<file path="config.mk">
export PLATFORM = sky130hd
export DESIGN_NAME = cursor_regbank
export DESIGN_NICKNAME = d
export VERILOG_FILES = /design/src/rtl/cursor_regbank_pkg.sv /design/src/rtl/cursor_ctl.sv /design/src/rtl/cursor_dp.sv /design/src/rtl/cursor_regbank.sv
export SDC_FILE = /design/constraint.sdc
export NUM_CORES = 1
export LEC_CHECK = 0
export BUFFER_PORTS_ARGS = -buffer_cell sky130_fd_sc_hd__buf_2
export CAP_MARGIN = 20
export CORE_ASPECT_RATIO = 1.25
export CORE_UTILIZATION = 45
export DETAILED_ROUTE_END_ITERATION = 8
export HOLD_SLACK_MARGIN = 0.03
export RECOVER_POWER = 100
export SYNTH_ARGS = -nofsm -noshare
export SYNTH_HDL_FRONTEND = slang
export SYNTH_SLANG_ARGS = --single-unit
</file>
<file path="constraint.sdc">
create_clock -name clk -period 5.4 [get_ports clk]
set_clock_uncertainty 0.2 [all_clocks]
set_input_delay 0.54 -clock clk [delete_from_list [all_inputs] [get_ports clk]]
set_output_delay 0.54 -clock clk [all_outputs]
set_load 0.02 [all_outputs]
</file>
<file path="src/rtl/cursor_regbank_pkg.sv">
package cursor_regbank_pkg;
  localparam int DATA_W   = 32;
  localparam int BYTES    = DATA_W / 8;
  localparam int NUM_REGS = 5;

  typedef enum logic [2:0] {
    REG_OFFSET = 3'd0,
    REG_POS    = 3'd1,
    REG_HOT    = 3'd2,
    REG_COL0   = 3'd3,
    REG_COL1   = 3'd4
  } regIdx_e;

  // control -> datapath write strobes
  typedef struct packed {
    logic [NUM_REGS-1:0] sel;
    logic [BYTES-1:0]    laneEn;
    logic [DATA_W-1:0]   word;
  } wrStrobe_t;

  // datapath -> control register snapshot
  typedef struct packed {
    logic [DATA_W-1:0] off;
    logic [DATA_W-1:0] pos;
    logic [DATA_W-1:0] hot;
    logic [DATA_W-1:0] col0;
    logic [DATA_W-1:0] col1;
  } regFile_t;
endpackage

</file>
<file path="src/rtl/cursor_ctl.sv">
module cursor_ctl
  import cursor_regbank_pkg::*;
#(
  parameter int ADDR_W = 5
) (
  input  logic              wrEn,
  input  logic [ADDR_W-1:0] addr,
  input  logic [1:0]        size,
  input  logic [DATA_W-1:0] wrData,
  input  regFile_t          regs,
  output wrStrobe_t         strb,
  output logic [DATA_W-1:0] rdData
);
  localparam int IDX_W = ADDR_W - 2;

  logic [IDX_W-1:0] idx;
  logic [1:0]       byteOff;
  logic [2:0]       nBytes;
  logic [3:0]       endByte;
  logic             coversTop;

  assign idx       = addr[ADDR_W-1:2];
  assign byteOff   = addr[1:0];
  assign nBytes    = (size == 2'd0) ? 3'd1 : (size == 2'd1) ? 3'd2 : 3'd4;
  assign endByte   = {2'b00, byteOff} + {1'b0, nBytes};
  assign coversTop = (endByte >= 4'd4);

  // one select line per register
  for (genvar r = 0; r < NUM_REGS; r++) begin : g_sel
    assign strb.sel[r] = wrEn && (idx == IDX_W'(r));
  end

  // byte lanes touched by the access
  for (genvar b = 0; b < BYTES; b++) begin : g_lane
    assign strb.laneEn[b] = (4'(b) >= {2'b00, byteOff}) && (4'(b) < endByte);
  end

  assign strb.word = wrData << {byteOff, 3'b000};

  // read path
  logic [DATA_W-1:0] selVal;
  logic [DATA_W-1:0] widthMask;
  logic [5:0]        topBit;
  logic              lockMirror;

  always_comb begin
    case (idx)
      IDX_W'(REG_OFFSET): selVal = regs.off;
      IDX_W'(REG_POS):    selVal = regs.pos;
      IDX_W'(REG_HOT):    selVal = regs.hot;
      IDX_W'(REG_COL0):   selVal = regs.col0;
      IDX_W'(REG_COL1):   selVal = regs.col1;
      default:            selVal = '0;
    endcase
  end

  assign widthMask  = (nBytes == 3'd4) ? '1
                    : ((DATA_W'(1) << {nBytes, 3'b000}) - DATA_W'(1));
  assign topBit     = {nBytes, 3'b000} - 6'd1;
  assign lockMirror = coversTop && regs.off[DATA_W-1] &&
                      ((idx == IDX_W'(REG_POS)) || (idx == IDX_W'(REG_HOT)));

  always_comb begin
    rdData = (selVal >> {byteOff, 3'b000}) & widthMask;
    if (lockMirror) rdData = rdData | (DATA_W'(1) << topBit);
  end
endmodule

</file>
<file path="src/rtl/cursor_dp.sv">
module cursor_dp
  import cursor_regbank_pkg::*;
#(
  parameter logic [31:0] OFF_MASK    = 32'h87FF_FFF0,
  parameter logic [31:0] POS_MASK    = 32'h3FFF_0FFF,
  parameter logic [31:0] HOT_MASK    = 32'h003F_003F,
  parameter logic [31:0] COL_MASK    = 32'h00FF_FFFF,
  parameter int          HOT_Y_SHIFT = 4
) (
  input  logic              clk,
  input  logic              rstN,
  input  wrStrobe_t         strb,
  output regFile_t          regs,
  output logic              redefine,
  output logic [DATA_W-1:0] srcAddr
);
  localparam logic [DATA_W-1:0] LOCK_BIT = DATA_W'(1) << (DATA_W - 1);
  localparam int HALF = DATA_W / 2;

  logic [DATA_W-1:0] offQ, posQ, hotQ, col0Q, col1Q;
  logic              lockQ;
  logic [DATA_W-1:0] byteMask;

  for (genvar b = 0; b < BYTES; b++) begin : g_bmask
    assign byteMask[8*b +: 8] = {8{strb.laneEn[b]}};
  end

  function automatic logic [DATA_W-1:0] mergeLanes(input logic [DATA_W-1:0] old);
    return (old & ~byteMask) | (strb.word & byteMask);
  endfunction

  logic [DATA_W-1:0] offNew, posT, hotT, col0New, col1New;
  logic              lockNext, redefRaw;

  assign lockQ   = offQ[DATA_W-1];
  assign offNew  = mergeLanes(offQ) & OFF_MASK;
  assign posT    = mergeLanes(posQ | (lockQ ? LOCK_BIT : '0));
  assign hotT    = mergeLanes(hotQ | (lockQ ? LOCK_BIT : '0));
  assign col0New = mergeLanes(col0Q) & COL_MASK;
  assign col1New = mergeLanes(col1Q) & COL_MASK;

  always_comb begin
    lockNext = lockQ;
    redefRaw = 1'b0;
    if (strb.sel[REG_OFFSET]) begin
      lockNext = offNew[DATA_W-1];
      redefRaw = (offNew != offQ);
    end
    if (strb.sel[REG_POS]) begin
      lockNext = posT[DATA_W-1];
      redefRaw = !posT[DATA_W-1] && lockQ;
    end
    if (strb.sel[REG_HOT]) begin
      lockNext = hotT[DATA_W-1];
      redefRaw = !hotT[DATA_W-1] && lockQ;
    end
    if (strb.sel[REG_COL0]) redefRaw = (col0New != col0Q);
    if (strb.sel[REG_COL1]) redefRaw = 1'b1;
  end

  always_ff @(posedge clk or negedge rstN) begin
    if (!rstN) begin
      offQ     <= '0;
      posQ     <= '0;
      hotQ     <= '0;
      col0Q    <= '0;
      col1Q    <= '0;
      redefine <= 1'b0;
    end else begin
      redefine <= redefRaw && !lockNext;
      if (strb.sel[REG_OFFSET]) offQ <= offNew;
      else                      offQ <= {lockNext, offQ[DATA_W-2:0]};
      if (strb.sel[REG_POS])  posQ  <= posT & POS_MASK;
      if (strb.sel[REG_HOT])  hotQ  <= hotT & HOT_MASK;
      if (strb.sel[REG_COL0]) col0Q <= col0New;
      if (strb.sel[REG_COL1]) col1Q <= col1New;
    end
  end

  assign regs = '{off: offQ, pos: posQ, hot: hotQ, col0: col0Q, col1: col1Q};

  logic [DATA_W-1:0] hotX, hotY;
  assign hotX    = {{HALF{1'b0}}, hotQ[DATA_W-1:HALF]};
  assign hotY    = {{HALF{1'b0}}, hotQ[HALF-1:0]} << HOT_Y_SHIFT;
  assign srcAddr = (offQ & ~LOCK_BIT) - hotX - hotY;

  // no refetch pulse while frozen
  a_r10_no_pulse_locked: assert property (@(posedge clk) disable iff (!rstN)
    redefine |-> !lockQ);
  // a pulse always follows a write
  a_r10_pulse_after_write: assert property (@(posedge clk) disable iff (!rstN)
    redefine |-> $past(|strb.sel));
  // releasing the lock requests a refetch
  a_r6_unlock_pulses: assert property (@(posedge clk) disable iff (!rstN)
    $fell(lockQ) |-> redefine);
  // colour 1 writes always refetch unless locked
  a_r9_col1_pulses: assert property (@(posedge clk) disable iff (!rstN)
    strb.sel[REG_COL1] |=> (redefine || lockQ));
  // an offset write that leaves the value unchanged does not refetch
  a_r8_offset_same_quiet: assert property (@(posedge clk) disable iff (!rstN)
    strb.sel[REG_OFFSET] ##1 $stable(offQ) |-> !redefine);
endmodule

</file>
<file path="src/rtl/cursor_regbank.sv">
module cursor_regbank
  import cursor_regbank_pkg::*;
#(
  parameter int ADDR_W = 5
) (
  input  logic              clk,
  input  logic              rstN,
  input  logic              wrEn,
  input  logic [ADDR_W-1:0] addr,
  input  logic [1:0]        size,
  input  logic [31:0]       wrData,
  output logic [31:0]       rdData,
  output logic              redefine,
  output logic [31:0]       srcAddr
);
  wrStrobe_t strb;
  regFile_t  regs;

  cursor_ctl #(.ADDR_W(ADDR_W)) u_ctl (
    .wrEn   (wrEn),
    .addr   (addr),
    .size   (size),
    .wrData (wrData),
    .regs   (regs),
    .strb   (strb),
    .rdData (rdData)
  );

  cursor_dp u_dp (
    .clk      (clk),
    .rstN     (rstN),
    .strb     (strb),
    .regs     (regs),
    .redefine (redefine),
    .srcAddr  (srcAddr)
  );
endmodule

</file>
; ---- After elaboration in Yosys (flattened, before gate mapping)
; Index checks and enable logic that the tools add are counted.
[op_classes]
muxes = 15
eq_ne = 8
reduce_logical = 19
shift = 4
magnitude_cmp = 8
n_addsub = 5
n_bitwise = 16
[ops]
columns = cell, count
row1 = $and A32 B32 Y32, 5
row2 = $pmux W32 S5, 1
row3 = $mux W32, 4
row4 = $or A32 B32 Y32, 4
row5 = $shl A1 B6 Y32 const A, 2
row6 = $and A24 B24 Y24, 2
row7 = $ne A24 B24 Y1, 2
row8 = $or A24 B24 Y24, 2
row9 = $not A32 Y32, 1
row10 = $or A22 B32 Y32, 1
row11 = $or A30 B32 Y32, 1
row12 = $shl A32 B5 Y32, 1
row13 = $shr A32 B5 Y32, 1
row14 = $sub A32 B1 Y32 const B, 1
row15 = $sub A32 B10 Y32, 1
row16 = $sub A27 B6 Y28, 1
row17 = $logic_and A1 B1 Y1, 13
row18 = $lt A1 B4 Y1 const A, 2
row19 = $lt A2 B4 Y1 const A, 2
row20 = $mux W1, 8
row21 = $eq A3 B2 Y1 const B, 2
row22 = $eq A3 B3 Y1 const B, 2
row23 = $mux W3, 2
row24 = $sub A6 B1 Y6 const B, 1
row25 = other kinds (10), 13
[word_totals]
output_inout_bits = 65
input_bits = 42
regBits = 111
elab_cells = 82

; ---- Logic depth before layout (Yosys ltp)
; Gate-level depths: netlist of run 1.
[logic_depth]
depth_word = 16
depth_mapped = 16
mapped_depth_nobuf = 16

; ---- Hierarchy
; From an unflattened synthesis of run 1, not the netlist that was laid out.
[unflattened]
cells_unflattened = 971
hier_area_um2 = 9091.2
[modules_own_cells]
columns = mod, instances, seq_area_each_um2, cells_per_inst, area_each_um2
row1 = cursor_dp, 1, 2777.7, 592, 6475.0
row2 = cursor_ctl, 1, 0.0, 379, 2616.3

; ---- Worst setup path after synthesis of run 1
; OpenSTA, ideal clock, no wires.
[synth_path]
path_type = reg-to-output
startpoint = reg u_dp.offQ[4]
endpoint = out srcAddr[24]
arrival_time_ns = 3.764
path_stages_with_launch = 15
required_time_ns = 4.660
setup_slack_ns = 0.896
n_path_buf = 0
path_cell_list = dfrtp_1 -> ha_1 -> or3b_1 -> nor3_1 -> nor2_1 -> xnor2_1 -> fa_1 -> a21o_1 -> a21oi_1 -> nor2b_1 -> o21ai_0 -> nand3_1 -> nand3b_2 -> a2111oi_4 -> xor2_1
[synth_via]
elab_chain_len = 2
[synth_rtl]
columns = item, line
row1 = "start, declared", cursor_dp.sv:20  ; logic [DATA_W-1:0] offQ, posQ, hotQ, col0Q, col1Q;
row2 = "start signal, assigned", cursor_dp.sv:71  ; if (strb.sel[REG_OFFSET]) offQ <= offNew;
row3 = "start signal, assigned", cursor_dp.sv:72  ; else offQ <= {lockNext, offQ[DATA_W-2:0]};
row4 = $sub A27 B6 Y28, cursor_dp.sv:85  ; assign srcAddr = (offQ & ~LOCK_BIT) - hotX - hotY;
row5 = $sub A32 B10 Y32, cursor_dp.sv:85
row6 = "end, declared", cursor_regbank.sv:14  ; output logic [31:0] srcAddr
; Every way passes these cells.

; ---- Worst setup path after layout of run 1
; Ends and elaborated chain as after synthesis.

==> summary.md, run 1 <==
| Metric | Value |
|---|---|
| Site Rows | `54` |
| Power Dens Cells | `390.4 nW/um2` |
| Placement Cell Area | `8671 um2` |
| Number of synthesis warnings | `0` |
| Crit path launch type | `flip-flop` |
| CTS tree | `built` |
| Flop pwr share | `37.0%` |
| Initial core utilization | `45.97%` |
| Total GRT Usage | `28.03%` |
| M1 GR Usage | `37.13%` |
| RePlAce Congestion | `0.9400` |
| Setup TNS | `0 ps` |
| Initial antenna violation count | `0` |
| Busiest grt layer | `met2` |
| Worst setup path class | `flip-flop to output port` |
| Initial DRC count | `472` |
| Routing usage on met3 | `4.142%` |
| Clk_lat worst skew | `360 ps` |
| Worst slew pin tran | `3006 ps` |
| Max-Cap Viols | `3` |
| Finished Cell Area | `8865 um2` |
| Router iterations before antenna repair | `5` |
| Register area share after synthesis | `34.67%` |
| RSZ-0062 raised after global routing | `no` |
| Critical path arrival | `4360 ps` |
| Area delta synth->final | `10.63%` |
| CP peak stage delay | `460 ps` |
| Htree depth | `3` |
| Buffers on Ports | `104` |
| Clock Sinks | `111` |
| Routed vias/inst | `5.998` |
| Tmin final | `5100 ps` |
| Leakage | `3.742 nW` |
| Die W | `121.4 um` |
| Post-synth ARST share | `100.0%` |
| CTS Root Cell | `clkbuf_16` |
| Fmax | `0.1961 GHz` |
| ANT cells | `0` |
| Met2 GRT Util | `45.34%` |
| Post-CTS setup buffers | `0` |
| Worst slew margin | `-100.4%` |
| Final hold viol count | `0` |
| CP cell instances | `ha_1 > or3b_1 > nor3_1 > nor2_1 > xnor2_2 > fa_1 > a21o_1 > a21oi_1 > nor2b_1 > o21ai_0 > buf_4 > nand3_1 > nand3b_2 > a2111oi_4 > xor2_1 > buf_2` |
| Critical path origin | `u_dp.offQ[4]` |
| Final setup fails | `0` |
| Slowest stage cell, crit path | `dfrtp_1` |
| Post-synth EDFFs | `0` |
| Post-DP HPWL | `18.84 mm` |
| DR vias | `7036` |
| CP Data Required Time | `4660 ps` |
| DRC Markers | `0` |
| Post-synth cell types | `81` |
| Final nets | `999` |
| Die Height | `151.2 um` |
| Die area | `18350 um2` |
| CTS clk-pin slew, worst paths | `80 ps` |
| Cell count after synthesis | `879` |
| Worst reg2reg path startpoint | `u_dp.col0Q[1]` |
| Most frequent cells in the layout | `dfrtp_1, nand2_1, nor2_1, mux2_2, clkbuf_1` |
| Total global routing overflow | `0` |
| Core Box Area | `17430 um2` |
| HP Class | `flip-flop to flip-flop` |
| Logic pwr share | `44.6%` |
| Syn Area/Cell | `9.116 um2` |
| Int Pwr | `1.973 mW` |
| Net Sw Frac | `42.97%` |
| Layout cells sized above 1 | `16.86%` |
| Pin count of the biggest net entering global routing | `58` |
| Antenna viol nets, final | `0` |
| Failing checks | `capacitance limit, slew limit` |
| Synth Cell Area | `8013 um2` |
| Commonest non-fill, non-tap cell in the layout | `dfrtp_1` |
| Final period utilization | `94.45%` |
| Vias in the first global route | `6566` |
| First-pass GRT wire length | `38.32 mm` |
| Switching power total | `1.487 mW` |
| I/O pin count | `107` |
| Main synth FF type | `dfrtp_1` |
| Status | `complete, but fails checks` |
| Post-Route WL | `24.84 mm` |
| Wirelength per Cell | `21.18 um` |
| Max IR drop VDD | `0.2204 mV` |
| Crit. End Element | `output port` |
| Register bit total from synthesis | `111` |
| CTS max path bufs | `2` |
| Clock power share | `18.3%` |
| CP max FO | `5` |
| CTS Hold Bufs | `0` |
| Cts bufs inserted | `9` |
| Slew Limit Fails | `133` |
| Post-Synthesis Net Count | `933` |
-- worst max-delay path, delay by kind of cell, from the launching register on --
kind	cells	cell delay (ps)
AND/OR/NAND/NOR	6	1110
AO/OA/AOI/OAI	4	940
adder cells (fa/ha/maj)	2	820
flip-flops	1	460
buffers and inverters	2	340
XOR/XNOR	2	330
-- logic make-up after synthesis --
family | count (synthesis) | share of synthesized area [%]
other | 1 | 0.04680
buffers and inverters | 86 | 4.356
flip-flops | 111 | 34.67
adder cells (fa/ha/maj) | 13 | 2.092
multiplexers | 111 | 15.40
AND/OR/NAND/NOR | 257 | 15.88
AO/OA/AOI/OAI | 218 | 18.60
XOR/XNOR | 82 | 8.963
-- final cells by class --
class / count / area (um2)
Clock inverter: 5 / 42.54
Multi-Input combinational cell: 682 / 4900
Clock buffer: 10 / 229.0
Inverter: 21 / 78.83
Sequential cell: 111 / 2778
Tap cell: 224 / 280.3
Fill cell: 1743 / 8567
Timing Repair Buffer: 120 / 556.8
-- synthesized netlist by cell type, types with 7 or more instances --
cell type,number,area (um2)
buf_1,10,37.54
nor3_1,11,55.05
nor4_1,7,43.79
mux2i_1,31,310.3
clkbuf_1,48,180.2
and2_1,8,50.05
xnor2_1,56,490.5
nand4_1,10,62.56
mux2_2,68,765.7
dfrtp_1,111,2778
xor2_1,26,227.7
o21ai_0,50,250.2
o22ai_1,7,43.79
a22oi_1,30,225.2
o2bb2ai_1,8,70.07
nand3_1,19,95.09
a211oi_1,18,135.1
ha_1,11,137.6
nand2_1,80,300.3
inv_1,20,75.07
nor2_1,68,255.2
nor2b_1,18,112.6
mux2_1,10,112.6
a21oi_1,42,210.2
a31oi_1,11,68.82
-- path summary, 6_finish.rpt --
check,end,slack (ps),depth (start not counted)
max in group asynchronous,u_dp.col0Q[22],1380,2
worst min-delay path,flip-flop,280,2
min in group asynchronous,async pin,950,1
worst min register to register,flip-flop,280,2
worst max-delay path,srcAddr[24],300,16
worst max register to register,u_dp.redefine,3240,7
-- timing repair --
action | 4_1_cts | 5_1_grt
hold endpoints to repair | 0 | 0
resized for setup | 0 | 2
setup endpoints to repair | 0 | 5
-- per-layer routing --
layer | vias up | routed length [um]
li1 | 3315 | -
met1 | 3427 | 10600
met2 | 246 | 11690
met3 | 48 | 1454
met4 | 0 | 1094
met5 | - | 0
-- per-stage QoR --
| stage | total power [mW] | setup WS [ps] | instances | hold slack, ps | util (%) |
|---|---|---|---|---|---|
| final | 3.460 | 299.7 | 1173 | 283.5 | 50.85 |
| after floorplan | 2.378 | 895.7 | 879 | 44.41 | - |
| after CTS | 3.497 | 217.0 | 1173 | 56.01 | 51.30 |
| after global placement | 2.837 | 708.3 | 1158 | 262.6 | 49.74 |
| after global routing | 3.694 | 16.52 | 1173 | 307.8 | 50.85 |
| after detailed placement | 2.858 | 612.6 | 1158 | 270.9 | 49.74 |
-- power by group through the flow --
stage / clock, mW / combinational (mW) / sequential, mW
4_1_cts: 0.649 / 1.57 / 1.28
5_1_grt: 0.679 / 1.70 / 1.31
2_1_floorplan: 0 / 1.23 / 1.15
6_report: 0.634 / 1.54 / 1.28
3_5_place_dp: 0 / 1.57 / 1.29
3_3_place_gp: 0 / 1.55 / 1.29
Power figures use the tool's default switching activity.
==> run 2: changes to the inputs <==
Settings changed: CORE_ASPECT_RATIO 1.25 to 1.5, CORE_MARGIN from default to 4, MAX_ROUTING_LAYER from default to met4.
==> run 2 against run 1 <==
The flow still finishes with violations (capacitance limit, slew limit). Worst hold slack better by 10 ps. Via count increased by 1.1%. Utilization up 0.35 points. Cell area increased by 0.64%. Maximum frequency fell by 0.15%. Critical path depth shrank 5. First-iteration DRC count increased by 29%. Sequential share of layout area fell by 0.20 points. Die area grew 9.3%. Combinational power hardly changed. Setup slack got worse by 7.5 ps. Critical path type unchanged. Largest cell class unchanged.
==> summary.md, run 2 (synthesis results as in run 1) <==
| Metric | Value |
|---|---|
| Max IR drop VDD | `0.1892 mV (-14%)` |
| Net Sw Frac | `43.36% (+0.39 points)` |
| Final nets | `1004 (+0.50%)` |
| I/O pin count | `107 (unchanged)` |
| Slew Limit Fails | `147 (+11%)` |
| Switching power total | `1.519 mW (+2.1%)` |
| RSZ-0062 raised after global routing | `no` |
| CP max FO | `12 (+7)` |
| Critical path origin | `u_dp.offQ[5]` |
| Initial DRC count | `608 (+29%)` |
| Total global routing overflow | `0 (unchanged)` |
| Placed Cells | `1148 (-0.86%)` |
| CTS tree | `built` |
| Power Dens Cells | `392.6 nW/um2 (+0.59%)` |
| Clk_lat worst skew | `360 ps (about the same)` |
| Vias in the first global route | `7040 (+7.2%)` |
| ANT cells | `0 (unchanged)` |
| Htree depth | `3 (unchanged)` |
| Worst slew pin tran | `3404 ps (+397.8 ps)` |
| Setup TNS | `0 ps (unchanged)` |
| R2R Setup Slk | `3350 ps (+110 ps)` |
| Buffers on Ports | `104 (unchanged)` |
| CP cell instances | `ha_1 > buf_4 > a2111o_1 > a2111oi_0 > xnor2_1 > nor4b_2 > nand3_1 > nand3b_2 > a2111oi_4 > xor2_1 > buf_2` |
| Failing checks | `capacitance limit, slew limit` |
| Tmin final | `5108 ps (+7.509 ps)` |
| HP Class | `flip-flop to flip-flop` |
| CP Data Required Time | `4660 ps (about the same)` |
| Final period utilization | `94.59% (+0.14 points)` |
| Area delta synth->final | `11.34%` |
| Worst slew margin | `-126.9% (-27 points)` |
| Clock Sinks | `111 (unchanged)` |
| Worst reg2reg path startpoint | `u_dp.offQ[7]` |
| CTS Root Cell | `clkbuf_16` |
| Clock power share | `18.8% (+0.5 points)` |
| Wirelength per Cell | `22.52 um (+6.3%)` |
| Die Height | `171.4 um (+13%)` |
| Layout cells sized above 1 | `18.22% (+1.4 points)` |
| Initial antenna violation count | `0 (unchanged)` |
| First-pass GRT wire length | `40.77 mm (+6.4%)` |
| Site Rows | `59 (+9.3%)` |
| Core Box Area | `17420 um2 (about the same)` |
| Logic pwr share | `44.7% (about the same)` |
| CP peak stage delay | `710 ps (+250 ps)` |
| Routed vias/inst | `6.091 (+1.5%)` |
| Router iterations before antenna repair | `5 (unchanged)` |
| DRC Markers | `0 (unchanged)` |
| Final Non-Filler Cells | `1168 (-0.43%)` |
| Placement Cell Area | `8665 um2 (about the same)` |
| Die W | `117.0 um (-3.6%)` |
| Post-DP HPWL | `19.92 mm (+5.8%)` |
| Int Pwr | `1.984 mW (+0.54%)` |
| Worst setup path class | `flip-flop to output port` |
| Post-Route WL | `26.30 mm (+5.9%)` |
| Max-Cap Viols | `3 (unchanged)` |
| Pin count of the biggest net entering global routing | `77 (+33%)` |
| Critical path arrival | `4370 ps (about the same)` |
| RePlAce Congestion | `0.9564 (+1.7%)` |
| Crit path launch type | `flip-flop` |
| Hold Slack | `293.8 ps (+10.36 ps)` |
| Flop pwr share | `36.5% (-0.5 points)` |
| Finished Cell Area | `8921 um2 (+0.64%)` |
| Status | `complete, but fails checks` |
| Filler cell count | `1737 (-0.34%)` |
| CTS max path bufs | `2 (unchanged)` |
| Antenna viol nets, final | `0 (unchanged)` |
| Fmax | `0.1958 GHz (-0.15%)` |
| Final hold viol count | `0 (unchanged)` |
| Initial core utilization | `45.99% (about the same)` |
| Final setup fails | `0 (unchanged)` |
| Leakage | `3.795 nW (+1.4%)` |
| Final core occ | `51.21% (+0.35 points)` |
| Total GRT Usage | `27.55% (-0.48 points)` |
| Most frequent cells in the layout | `dfrtp_1, nand2_1, nor2_1, mux2_2, xnor2_1` |
| Slowest stage cell, crit path | `a2111oi_0` |
| Crit. End Element | `output port` |
| CTS clk-pin slew, worst paths | `80 ps (about the same)` |
| Commonest non-fill, non-tap cell in the layout | `dfrtp_1` |
| Die area | `20050 um2 (+9.3%)` |
| Cts bufs inserted | `9 (unchanged)` |
| DR vias | `7114 (+1.1%)` |
[run 2: repair_timing]
| item | CTS | global route |
|---|---|---|
| setup endpoints to repair | 0 | 14 |
| hold buffers | 0 | 1 |
| endpoints found under the hold margin | 0 | 4 |
| setup buffers | 0 | 2 |
| gates resized for setup | 0 | 5 |
[run 2: cell type report]
| type | count | area (um2) | share of cell area (%) |
|---|---|---|---|
| Timing Repair Buffer | 125 | 609.3 | 6.830 |
| Tap cell | 213 | 266.5 | 2.987 |
| Clock inverter | 6 | 51.30 | 0.5750 |
| Sequential cell | 111 | 2778 | 31.14 |
| Clock buffer | 10 | 229.0 | 2.567 |
| Multi-Input combinational cell | 682 | 4908 | 55.02 |
| Inverter | 21 | 78.83 | 0.8836 |
[run 2: metrics by stage]
stage                     worst slack (ps)  power (mW)
after floorplan                      895.7       2.378
after global placement               565.2       2.832
after detailed placement             551.7       2.854
after CTS                            160.9       3.505
after global routing                0.3824       3.729
final                                292.2       3.503
[run 2: per-layer routing]
metal | share of wire, % | global-route usage [%] | up-vias
met3 | 5.1 | 2.957 | 51
met2 | 50 | 45.48 | 260
met1 | 40 | 34.37 | 3490
li1 | - | - | 3313
met5 | 0 | - | -
met4 | 4.3 | 11.08 | 0
[run 2: path summary, 6_finish.rpt]
kind / cells past startpoint / to
worst max-delay path: 11 / srcAddr[24]
worst min-delay path: 2 / flip-flop
worst max register to register: 6 / u_dp.redefine
worst min register to register: 2 / flip-flop
max in group asynchronous: 3 / u_dp.col0Q[5]
min in group asynchronous: 2 / async pin
[run 2: power groups by stage]
| stage | logic, mW | clock network [mW] | registers [mW] |
|---|---|---|---|
| after floorplan | 1.23 | 0 | 1.15 |
| after global placement | 1.55 | 0 | 1.28 |
| after detailed placement | 1.57 | 0 | 1.29 |
| after CTS | 1.57 | 0.663 | 1.27 |
| after global routing | 1.73 | 0.697 | 1.31 |
| final | 1.57 | 0.657 | 1.28 |
[run 2: critical path, delay by kind of cell (launching register included)]
kind	cells	cell delay, ps
buffers and inverters	2	380
AOI/OAI and AO/OA	3	1570
DFF	1	440
and+or+nand+nor	3	860
xor gates and xnor gates	2	400
adders and majority gates	1	370
==> run 3: changes to the inputs <==
--- a/config.mk
+++ b/config.mk
@@ -9,5 +9,5 @@
 export CAP_MARGIN = 20
 export CORE_ASPECT_RATIO = 1.5
-export CORE_MARGIN = 4
+export CORE_MARGIN = 1.5
 export CORE_UTILIZATION = 45
 export DETAILED_ROUTE_END_ITERATION = 8
==> constraint.sdc (replaced) <==
create_clock -name clk -period 5.4 [get_ports clk]
set_clock_uncertainty 0.2 [all_clocks]
set_input_delay 0.54 -clock clk [delete_from_list [all_inputs] [get_ports clk]]
set_output_delay 0.54 -clock clk [all_outputs]
set_load 0.005 [all_outputs]
==> run 3 against run 2 <==
Global-route usage rose by 1.3 points. Clock power rose by 4.3%. The run ends with DRC, capacitance limit, slew limit left. Flip-flop and latch count did not move. Critical path depth rose by 4. Sequential share of layout area barely moved. Cell area barely moved. Power fell by 4.3%. Largest cell class unchanged. Largest power group unchanged. Setup slack improved by 8.9 ps. Utilization barely moved. Worst hold slack got worse by 2.6 ps. Via count fell by 0.58%. Combinational power fell by 11%.
==> summary.md, run 3 (synthesis results as in run 1) <==
| Metric | Value |
|---|---|
| Final hold viol count | `0 (unchanged)` |
| Switching power total | `1.360 mW (-10%)` |
| CP peak stage delay | `450 ps (-260 ps)` |
| Power Dens Cells | `376.0 nW/um2 (-4.2%)` |
| Slew Limit Fails | `142 (-3.4%)` |
| Critical path arrival | `4360 ps (about the same)` |
| Area delta synth->final | `11.29% (about the same)` |
| CTS max path bufs | `2 (unchanged)` |
| PnR worst setup slack | `301.1 ps (+8.918 ps)` |
| ANT cells | `0 (unchanged)` |
| Int Pwr | `1.993 mW (+0.47%)` |
| Tmin final | `5099 ps (-8.918 ps)` |
| Die area | `18630 um2 (-7.1%)` |
| Crit path launch type | `flip-flop` |
| Finished Cell Area | `8917 um2 (about the same)` |
| Worst setup endpoint | `srcAddr[24]` |
| CTS Root Cell | `clkbuf_16` |
| Overall power | `3.353 mW (-4.3%)` |
| Worst reg2reg path startpoint | `u_dp.col0Q[1]` |
| Initial antenna violation count | `0 (unchanged)` |
| RSZ-0062 raised after global routing | `no` |
| Pin count of the biggest net entering global routing | `61 (-21%)` |
| Fmax | `0.1961 GHz (+0.17%)` |
| Routed met1 length | `10.79 mm (+1.4%)` |
| Total global routing overflow | `0 (unchanged)` |
| Max IR drop VDD | `0.2127 mV (+12%)` |
| Total GRT Usage | `28.81% (+1.3 points)` |
| Buffers on Ports | `104 (unchanged)` |
| Most frequent CP cell | `ha_1` |
| Worst slew margin | `-120.1% (+6.8 points)` |
| Placement Cell Area | `8672 um2 (about the same)` |
| Met2 WL | `12.85 mm (-2.7%)` |
| Leakage | `3.821 nW (+0.70%)` |
| Place WS | `416.0 ps (-135.7 ps)` |
| Layout cells sized above 1 | `18.99% (+0.77 points)` |
| CP Data Required Time | `4660 ps (about the same)` |
| Final setup fails | `0 (unchanged)` |
| Clock power share | `20.4% (+1.6 points)` |
| Status | `complete, but fails checks` |
| CP cell instances | `ha_1 > and4bb_2 > o21ai_0 > nand2b_1 > xnor2_1 > ha_1 > a21o_1 > a21oi_1 > nor2b_1 > o21ai_1 > nand3_1 > nand3b_2 > a2111oi_4 > xor2_1 > buf_2` |
| Antenna viol nets, final | `0 (unchanged)` |
| Die W | `112.0 um (-4.3%)` |
| Net Sw Frac | `40.55% (-2.8 points)` |
| Commonest non-fill, non-tap cell in the layout | `dfrtp_1` |
| CTS tree | `built` |
| Final Non-Filler Cells | `1166 (-0.17%)` |
| Slowest stage cell, crit path | `dfrtp_1` |
| R2R Setup Slk | `3330 ps (-20 ps)` |
| Post-DP HPWL | `19.71 mm (-1.0%)` |
| Logic pwr share | `41.5% (-3.2 points)` |
| Clock Sinks | `111 (unchanged)` |
| Met3 routed WL | `1.153 mm (-13%)` |
| Final nets | `1002 (-0.20%)` |
| Most frequent cells in the layout | `dfrtp_1, nand2_1, nor2_1, mux2_2, xnor2_1` |
| Core Box Area | `17420 um2 (unchanged)` |
| Setup TNS | `0 ps (unchanged)` |
| CP max FO | `7 (-5)` |
| Post-Route WL | `26.03 mm (-1.0%)` |
| Htree depth | `3 (unchanged)` |
| Max layer used | `met4` |
| Cts bufs inserted | `9 (unchanged)` |
| Crit. End Element | `output port` |
| Critical path origin | `u_dp.offQ[4]` |
| Failing checks | `DRC, capacitance limit, slew limit` |
| Flop pwr share | `38.1% (+1.6 points)` |
| Worst setup path class | `flip-flop to output port` |
| Vias in the first global route | `6855 (-2.6%)` |
| Router iterations before antenna repair | `8 (+3)` |
| I/O pin count | `107 (unchanged)` |
| Worst Reg2Reg Path Length in Cells | `7 (+1)` |
| Worst slew pin tran | `3302 ps (-102.0 ps)` |
| Initial core utilization | `45.99% (unchanged)` |
| HP Class | `flip-flop to flip-flop` |
| Initial DRC count | `553 (-9.0%)` |
| DR vias | `7073 (-0.58%)` |
| Placed Cells | `1149 (+0.087%)` |
| Final period utilization | `94.42% (-0.17 points)` |
| Routed vias/inst | `6.066 (-0.41%)` |
| First-pass GRT wire length | `39.79 mm (-2.4%)` |
| Worst R2R End | `u_dp.redefine` |
| Max-Cap Viols | `3 (unchanged)` |
| DRC Markers | `9 (+9)` |
| Clk_lat worst skew | `370 ps (about the same)` |
| RePlAce Congestion | `0.9306 (-2.7%)` |
| CTS clk-pin slew, worst paths | `80 ps (about the same)` |
| Die Height | `166.4 um (-2.9%)` |
| Wirelength per Cell | `22.32 um (-0.85%)` |
| Site Rows | `59 (unchanged)` |
## run 3: worst min-delay path by stage
stage	startpoint	end	cells past startpoint
after floorplan	rstN	async pin	0
after global placement	flip-flop	flip-flop	2
after detailed placement	flip-flop	flip-flop	2
after CTS	rstN	async pin	1
after global routing	flip-flop	flip-flop	2
final	flip-flop	flip-flop	2
## run 3: layout make-up
| type | count | area, um2 |
|---|---|---|
| clock buffer | 10 | 239.0 |
| sequential | 111 | 2778 |
| fill | 1706 | 8504 |
| timing repair buffer | 123 | 586.8 |
| multi-input combinational | 682 | 4911 |
| inverter | 21 | 78.83 |
| tap | 213 | 266.5 |
| clock inverter | 6 | 57.56 |
## run 3: what timing repair did
item	4_1_cts	5_1_grt
hold buffers	0	0
gates resized for setup	0	5
setup buffers	0	0
endpoints found under the setup margin	0	10
## run 3: per-stage QoR
stage	util, %	hold WS [ps]
6_report	51.19	291.2
5_1_grt	51.19	307.2
4_1_cts	51.48	83.06
3_5_place_dp	49.78	270.7
3_3_place_gp	49.78	261.3
2_1_floorplan	-	44.41
## run 3: power groups by stage
stage	Sequential [mW]	Combinational, mW	Clock (mW)
after floorplan	1.15	1.05	0
after global placement	1.28	1.37	0
after detailed placement	1.29	1.39	0
after CTS	1.27	1.40	0.691
after global routing	1.30	1.54	0.718
final	1.28	1.39	0.685
## run 3: metal layers
layer  vias to the layer above  global-route usage [%]
li1                       3312                       -
met1                      3440                   35.56
met2                       268                   47.48
met3                        53                   3.057
met4                         0                   13.65
met5                         -                       -
## run 3: worst max-delay path, delay by kind of cell (launching register included)
kind	cells	cell delay, ps
AO/OA/AOI/OAI	5	1390
XOR/XNOR	2	300
adder cells (fa/ha/maj)	2	690
buffers and inverters	1	130
flip-flops	1	450
AND/OR/NAND/NOR	5	1020
